`src/rtl/rtt_pkg.sv`:
```
package rtt_pkg;
  localparam int DATA_W  = 32;
  localparam int PRESC_W = 16;
  localparam int ADDR_W  = 2;

  localparam int MODE_ALM_EN  = 16;
  localparam int MODE_INC_EN  = 17;
  localparam int MODE_RESTART = 18;
  localparam int ST_ALM       = 0;
  localparam int ST_INC       = 1;
  localparam int EN_SHIFT     = MODE_ALM_EN - ST_ALM;

  typedef enum logic [ADDR_W-1:0] {
    REG_MODE   = 2'd0,
    REG_ALARM  = 2'd1,
    REG_COUNT  = 2'd2,
    REG_STATUS = 2'd3
  } reg_addr_e;

  typedef struct packed {
    logic               inc_en;
    logic               alm_en;
    logic [PRESC_W-1:0] div;
  } mode_t;
endpackage

```
`src/rtl/rtt_prescaler.sv`:
```
module rtt_prescaler #(
  parameter int W = rtt_pkg::PRESC_W
) (
  input  logic         clk_i,
  input  logic         rst_ni,
  input  logic         tick_i,
  input  logic         restart_i,
  input  logic [W-1:0] div_i,
  output logic         wrap_o
);
  logic [W-1:0] cnt_q;
  logic [W-1:0] last;

  // div 0 -> last = all ones -> 2**W ticks
  assign last   = div_i - 1'b1;
  assign wrap_o = tick_i & ~restart_i & (cnt_q == last);

  always_ff @(posedge clk_i or negedge rst_ni) begin
    if (!rst_ni)        cnt_q <= '0;
    else if (restart_i) cnt_q <= '0;
    else if (tick_i)    cnt_q <= wrap_o ? '0 : cnt_q + 1'b1;
  end

  a_r4_phase_restart: assert property (@(posedge clk_i) disable iff (!rst_ni)
    restart_i |=> cnt_q == '0);
  a_r3_phase_advance: assert property (@(posedge clk_i) disable iff (!rst_ni)
    (tick_i && !restart_i && !wrap_o) |=> cnt_q == $past(cnt_q) + 1'b1);
endmodule

```
`src/rtl/rtt_counter.sv`:
```
module rtt_counter #(
  parameter int W = rtt_pkg::DATA_W
) (
  input  logic         clk_i,
  input  logic         rst_ni,
  input  logic         restart_i,
  input  logic         inc_i,
  input  logic [W-1:0] alarm_i,
  output logic [W-1:0] cnt_o,
  output logic         alarm_hit_o
);
  logic [W-1:0] cnt_q;
  logic         step;

  assign step        = inc_i & ~restart_i;
  // all-ones alarm means disabled
  assign alarm_hit_o = step & (cnt_q == alarm_i) & ~(&alarm_i);
  assign cnt_o       = cnt_q;

  always_ff @(posedge clk_i or negedge rst_ni) begin
    if (!rst_ni)        cnt_q <= '0;
    else if (restart_i) cnt_q <= '0;
    else if (step)      cnt_q <= cnt_q + 1'b1;
  end

  a_r1_hold: assert property (@(posedge clk_i) disable iff (!rst_ni)
    (!restart_i && !inc_i) |=> $stable(cnt_q));
  a_r2_restart_zero: assert property (@(posedge clk_i) disable iff (!rst_ni)
    restart_i |=> cnt_q == '0);
  a_r3_single_step: assert property (@(posedge clk_i) disable iff (!rst_ni)
    (inc_i && !restart_i) |=> cnt_q == $past(cnt_q) + 1'b1);
  a_r5_disabled_alarm: assert property (@(posedge clk_i) disable iff (!rst_ni)
    (&alarm_i) |-> !alarm_hit_o);
endmodule

```
`src/rtl/rtt_status.sv`:
```
module rtt_status (
  input  logic       clk_i,
  input  logic       rst_ni,
  input  logic       alm_ev_i,
  input  logic       inc_ev_i,
  input  logic       clr_i,
  input  logic [1:0] en_i,
  output logic [1:0] flags_o,
  output logic       irq_o
);
  logic [1:0] flag_q;
  logic [1:0] ev;

  assign ev = {inc_ev_i, alm_ev_i};

  always_ff @(posedge clk_i or negedge rst_ni) begin
    if (!rst_ni) flag_q <= '0;
    else         flag_q <= (flag_q & {2{~clr_i}}) | ev;  // event beats clear
  end

  assign flags_o = flag_q;
  assign irq_o   = |(flag_q & en_i);

  a_r9_event_survives_clear: assert property (@(posedge clk_i) disable iff (!rst_ni)
    (alm_ev_i || inc_ev_i) |=> ((flag_q & $past(ev)) == $past(ev)));
  a_r8_clear_on_read: assert property (@(posedge clk_i) disable iff (!rst_ni)
    (clr_i && !alm_ev_i && !inc_ev_i) |=> flag_q == 2'b00);
  a_r10_sticky: assert property (@(posedge clk_i) disable iff (!rst_ni)
    (!clr_i && $past(1'b1)) |=> ((flag_q & $past(flag_q)) == $past(flag_q)));
endmodule

```
`src/rtl/rtt_seconds_timer.sv`:
```
module rtt_seconds_timer
  import rtt_pkg::*;
#(
  parameter logic [PRESC_W-1:0] RESET_DIV = 16'h8000
) (
  input  logic              clk_i,
  input  logic              rst_ni,
  input  logic              tick_i,
  input  logic [ADDR_W-1:0] addr_i,
  input  logic              wr_i,
  input  logic              rd_i,
  input  logic [DATA_W-1:0] wdata_i,
  output logic [DATA_W-1:0] rdata_o,
  output logic              irq_o
);
  localparam int MODE_USED = MODE_RESTART + 1;

  mode_t             mode_q;
  logic [DATA_W-1:0] alarm_q;
  logic [DATA_W-1:0] cnt;
  logic [1:0]        flags;
  logic              mode_wr, restart, div_chg, wrap, alm_hit, st_clr;
  logic [DATA_W-1:0] rmux;
  logic              unused_wdata;

  assign unused_wdata = ^wdata_i[DATA_W-1:MODE_USED];

  assign mode_wr = wr_i & (addr_i == REG_MODE);
  assign restart = mode_wr & wdata_i[MODE_RESTART];
  assign div_chg = mode_wr & (wdata_i[PRESC_W-1:0] != mode_q.div);
  assign st_clr  = rd_i & (addr_i == REG_STATUS);

  always_ff @(posedge clk_i or negedge rst_ni) begin
    if (!rst_ni) begin
      mode_q  <= '{inc_en: 1'b0, alm_en: 1'b0, div: RESET_DIV};
      alarm_q <= '1;
    end else if (wr_i) begin
      if (addr_i == REG_MODE)
        mode_q <= '{inc_en: wdata_i[MODE_INC_EN], alm_en: wdata_i[MODE_ALM_EN],
                    div: wdata_i[PRESC_W-1:0]};
      if (addr_i == REG_ALARM) alarm_q <= wdata_i;
    end
  end

  rtt_prescaler #(.W(PRESC_W)) u_presc (
    .clk_i, .rst_ni, .tick_i,
    .restart_i (restart | div_chg),
    .div_i     (mode_q.div),
    .wrap_o    (wrap)
  );

  rtt_counter #(.W(DATA_W)) u_cnt (
    .clk_i, .rst_ni,
    .restart_i   (restart),
    .inc_i       (wrap),
    .alarm_i     (alarm_q),
    .cnt_o       (cnt),
    .alarm_hit_o (alm_hit)
  );

  rtt_status u_stat (
    .clk_i, .rst_ni,
    .alm_ev_i (alm_hit),
    .inc_ev_i (wrap & ~restart),
    .clr_i    (st_clr),
    .en_i     ({mode_q.inc_en, mode_q.alm_en}),
    .flags_o  (flags),
    .irq_o    (irq_o)
  );

  always_comb begin
    rmux = '0;
    unique case (addr_i)
      REG_MODE:   rmux[MODE_INC_EN:0] = {mode_q.inc_en, mode_q.alm_en, mode_q.div};
      REG_ALARM:  rmux = alarm_q;
      REG_COUNT:  rmux = cnt;
      REG_STATUS: rmux[1:0] = flags;
      default:    rmux = '0;
    endcase
  end

  always_ff @(posedge clk_i or negedge rst_ni) begin
    if (!rst_ni)   rdata_o <= '0;
    else if (rd_i) rdata_o <= rmux;
  end

  a_r1_count_write_ignored: assert property (@(posedge clk_i) disable iff (!rst_ni)
    (wr_i && addr_i == REG_COUNT && !wrap) |=> $stable(cnt));
  a_r2_restart_reads_zero: assert property (@(posedge clk_i) disable iff (!rst_ni)
    (rd_i && addr_i == REG_MODE) |=> !rdata_o[MODE_RESTART]);
  a_r10_irq_needs_enable: assert property (@(posedge clk_i) disable iff (!rst_ni)
    (!mode_q.inc_en && !mode_q.alm_en) |-> !irq_o);
endmodule

```
`config.mk`:
```
export PLATFORM = sky130hd
export DESIGN_NAME = rtt_seconds_timer
export DESIGN_NICKNAME = d
export VERILOG_FILES = /design/src/rtl/rtt_pkg.sv /design/src/rtl/rtt_prescaler.sv /design/src/rtl/rtt_counter.sv /design/src/rtl/rtt_status.sv /design/src/rtl/rtt_seconds_timer.sv
export SDC_FILE = /design/constraint.sdc
export NUM_CORES = 1
export LEC_CHECK = 0
export CAP_MARGIN = 20
export CORE_ASPECT_RATIO = 1.75
export CORE_MARGIN = 2
export CORE_UTILIZATION = 30
export DETAILED_ROUTE_END_ITERATION = 16
export DONT_BUFFER_PORTS = 1
export HOLD_SLACK_MARGIN = 0.1
export SETUP_SLACK_MARGIN = 0.4
export SYNTH_ARGS = -nofsm -noshare
export SYNTH_HDL_FRONTEND = slang
export SYNTH_SLANG_ARGS = --single-unit
```
`constraint.sdc`:
```
create_clock -name clk_i -period 2.9 [get_ports clk_i]
set_input_delay 0.58 -clock clk_i [delete_from_list [all_inputs] [get_ports clk_i]]
set_output_delay 0.58 -clock clk_i [all_outputs]
set_load 0.02 [all_outputs]
```
==> flow_metrics.tcl <==
set metrics [dict create \
    hold_viol_final 99 \
    critical_path.top_delay_family "simple AND/OR/NAND/NOR gates" \
    synth_warnings 0 \
    number_of_global_route_vias_before_repair 6381 \
    postSynthAreaPerCell_um2 10.0 \
    critPathKind "register to register" \
    final-setup-viol-count 0 \
    syn-num-nets 807 \
    status "complete, but fails checks" \
    synth_top_area_cell "sky130_fd_sc_hd__dfrtp_1" \
    drc_errors 0 \
    synth-main-ff-cell "sky130_fd_sc_hd__dfrtp_1" \
    overflow 0 \
    netlist_instances 759 \
    layout_worst_path_cycle_share_pct 97.7 \
    clock-sinks 132 \
    fin_skew_ns 0.0100 \
    syn-cell-area_mm2 0.00760 \
    final_antenna_net_count 0 \
    worst_slew_pin_slew_ns 0.765 \
    cts-htree-levels 4 \
    synth-async-reset-ratio_pct 100 \
    boundaryPins 72 \
    timing.critical_path.fanout_max 5 \
    slew_headroom_pct 49.0 \
    holdCritPathClass "input port to async pin" \
    number_of_maximum_capacitance_constraint_violations 0 \
    drtIter0Drc 445 \
    holdWs_ns -0.143 \
    post_synth_main_area_contributors "sky130_fd_sc_hd__dfrtp_1 33%, sky130_fd_sc_hd__dfstp_2 11%, sky130_fd_sc_hd__mux2_2 7.7%" \
    number_of_rows_in_the_core_area 77 \
    worstRegToRegCells 10 \
    post-route-util_pct 38.4 \
    slowest_stage "sky130_fd_sc_hd__or4_4" \
    synth-seq-cells 132 \
    fraction_of_layout_instances_using_a_drive_strength_above_1_pct 32.4 \
    start_kind "register" \
    worst_ir_drop_vdd_mv 0.416 \
    numCtsBuffers 17 \
    minimum_period_implied_by_the_final_worst_setup_slack_ns 2.83 \
    port_buffers 0 \
    powerDensity_mw_per_mm2 594 \
    worstPathCellList "nor4_4 -> nand3_2 -> or4_4 -> a211oi_4 -> nand4_1 -> buf_4 -> buf_8 -> buf_6 -> nor4_4 -> mux2i_1" \
    synth_top_area_share_pct 32.6 \
    cts_tree "done" \
    final_nets 831 \
    fp.dieArea_mm2 0.0267 \
    achievable-frequency_mhz 353 \
    grt_start_max_net_pins 133 \
    critical-path-max-stage-delay_ns 0.46 \
    global_route.usage.total_pct 18.1 \
    synth.yosys.seq_area_share_pct 44.0 \
    final-max-slew-violation-count 0 \
    reg2reg_to "u_cnt.cnt_o[6]" \
    grt_first_pass_wirelength_um 37400 \
    die_w_um 124 \
    grt_antenna_before_repair 0 \
    gp_routability_congestion 0.909 \
    crit_arrival_ns 3.17 \
    worstSetupEndpointType "register" \
    most_frequent_cell_after_synthesis "sky130_fd_sc_hd__dfrtp_1" \
    routed_wl_um 24500 \
    antenna-diode-count 0 \
    core_region_area_mm2 0.0250 \
    cts-root-buf "sky130_fd_sc_hd__clkbuf_16" \
    crit_buf_inv 3 \
    routedWlPerCell_um 22.0 \
    ctsLongestPathBuffers 2 \
    regToRegSetupSlack_ns 0.07 \
    dr.pass1.iters 6 \
    fp.dieH_um 215 \
    area.growth.synth_to_final_pct 26.6 \
    worst-endpoint-required_ns 3.24 \
    via_count 6335 \
    route.detailed.vias_per_inst 5.70 \
    floorplan.initialDensity_pct 30.3 \
    yosysUniqueCellTypes 53 \
    r2r_start "mode_q[7]" \
    dpl.hpwl_um 17600 \
    fin_tns_setup_ns 0 \
    clkLatencyLatePin_ns 0.42 \
    edff_count_synth 0 \
    synth_common_cells "99 x sky130_fd_sc_hd__dfrtp_1, 63 x sky130_fd_sc_hd__xnor2_1, 56 x sky130_fd_sc_hd__nand2_1" \
    grt_setup_unrepaired "yes" \
    cts.reportedPaths.clkPinSlew_ns 0.06 \
    failed_checks "negative hold slack" \
    leakage_nw 3.72 \
    path_common_cell "sky130_fd_sc_hd__nor4_4" \
]
[power by group]
group	total (mW)	switching, mW	internal (mW)
sequential	2.50	0.379	2.12
clock	2.21	0.812	1.39
combinational	1.01	0.486	0.523
[how the worst max path moves through the flow]
stage	startpoint	end	cells past startpoint
final	mode_q[7]	u_cnt.cnt_o[6]	10
after global routing	mode_q[0]	u_cnt.cnt_o[7]	10
after CTS	mode_q[1]	u_cnt.cnt_o[4]	10
after detailed placement	mode_q[0]	u_cnt.cnt_o[10]	10
after global placement	mode_q[0]	u_cnt.cnt_o[10]	10
after floorplan	mode_q[0]	u_cnt.cnt_o[10]	11
[registers in the layout, summed over array words and instances (netlist names)]
name	cells
u_cnt.cnt_o	32
rdata_o	32
u_stat.flags_o	2
mode_q	18
alarm_q	32
u_presc.cnt_q	16
[area by class of cell]
class | count | area [um^2]
clock inverter | 9 | 129
inverter | 42 | 160
fill | 2461 | 15400
sequential | 132 | 3350
tap | 316 | 395
clock buffer | 23 | 468
multi-input combinational | 526 | 4500
timing repair buffer | 64 | 618
[cells by family after synthesis]
logic type | Yosys count | synth area share (%)
simple gates | 234 | 17.5
compound gates | 135 | 12.8
flops | 132 | 44.0
buf+inv | 102 | 5.22
xor+xnor | 75 | 8.64
mux | 72 | 10.3
fa+ha+maj | 9 | 1.48
[metrics by stage]
stage,cell area (um^2),instances,total power [mW],setup WS [ns]
6_report,9630,1112,5.71,0.0674
5_1_grt,9630,1112,5.94,-0.0777
4_1_cts,9090,1100,5.66,0.0759
3_5_place_dp,8430,1066,3.43,0.0243
3_3_place_gp,8430,1066,3.42,0.0608
2_1_floorplan,7870,759,3.09,0.201
[cells in the final DEF, fill, tap and decap left out, types with 6 or more instances in the layout]
| cell type | count |
|---|---|
| sky130_fd_sc_hd__buf_6 | 8 |
| sky130_fd_sc_hd__xor2_1 | 12 |
| sky130_fd_sc_hd__nor2_1 | 12 |
| sky130_fd_sc_hd__a22oi_1 | 15 |
| sky130_fd_sc_hd__dfrtp_2 | 6 |
| sky130_fd_sc_hd__nand3_1 | 34 |
| sky130_fd_sc_hd__buf_12 | 8 |
| sky130_fd_sc_hd__nand4_1 | 35 |
| sky130_fd_sc_hd__ha_1 | 8 |
| sky130_fd_sc_hd__a21oi_1 | 11 |
| sky130_fd_sc_hd__xnor2_1 | 61 |
| sky130_fd_sc_hd__dfrtp_1 | 93 |
| sky130_fd_sc_hd__nand2_1 | 53 |
| sky130_fd_sc_hd__o21ai_2 | 9 |
| sky130_fd_sc_hd__dfstp_2 | 33 |
| sky130_fd_sc_hd__buf_4 | 47 |
| sky130_fd_sc_hd__inv_1 | 41 |
| sky130_fd_sc_hd__mux2i_1 | 20 |
| sky130_fd_sc_hd__nor4_4 | 17 |
| sky130_fd_sc_hd__or4_1 | 10 |
| sky130_fd_sc_hd__nand2b_1 | 23 |
| sky130_fd_sc_hd__and3_1 | 13 |
| sky130_fd_sc_hd__a222oi_1 | 18 |
| sky130_fd_sc_hd__nor4_1 | 6 |
| sky130_fd_sc_hd__o31ai_1 | 11 |
| sky130_fd_sc_hd__clkbuf_16 | 17 |
| sky130_fd_sc_hd__mux2_2 | 52 |
| sky130_fd_sc_hd__o22ai_1 | 30 |
[repair_timing]
action	CTS	global route
pin swaps	0	20
endpoints found under the setup margin	48	50
gates cloned	0	2
gates resized for setup	12	80
setup buffers	2	10
endpoints found under the hold margin	132	132
[routing by layer]
| layer | vias to the layer above | part of all wire [%] | global-route usage (%) |
|---|---|---|---|
| met5 | - | 0 | 0 |
| met4 | 0 | 6.3 | 11.9 |
| met3 | 70 | 4.7 | 3.92 |
| met2 | 220 | 53 | 32.3 |
| met1 | 3186 | 36 | 19.0 |
| li1 | 2859 | - | - |
Power figures use the tool's default switching activity.
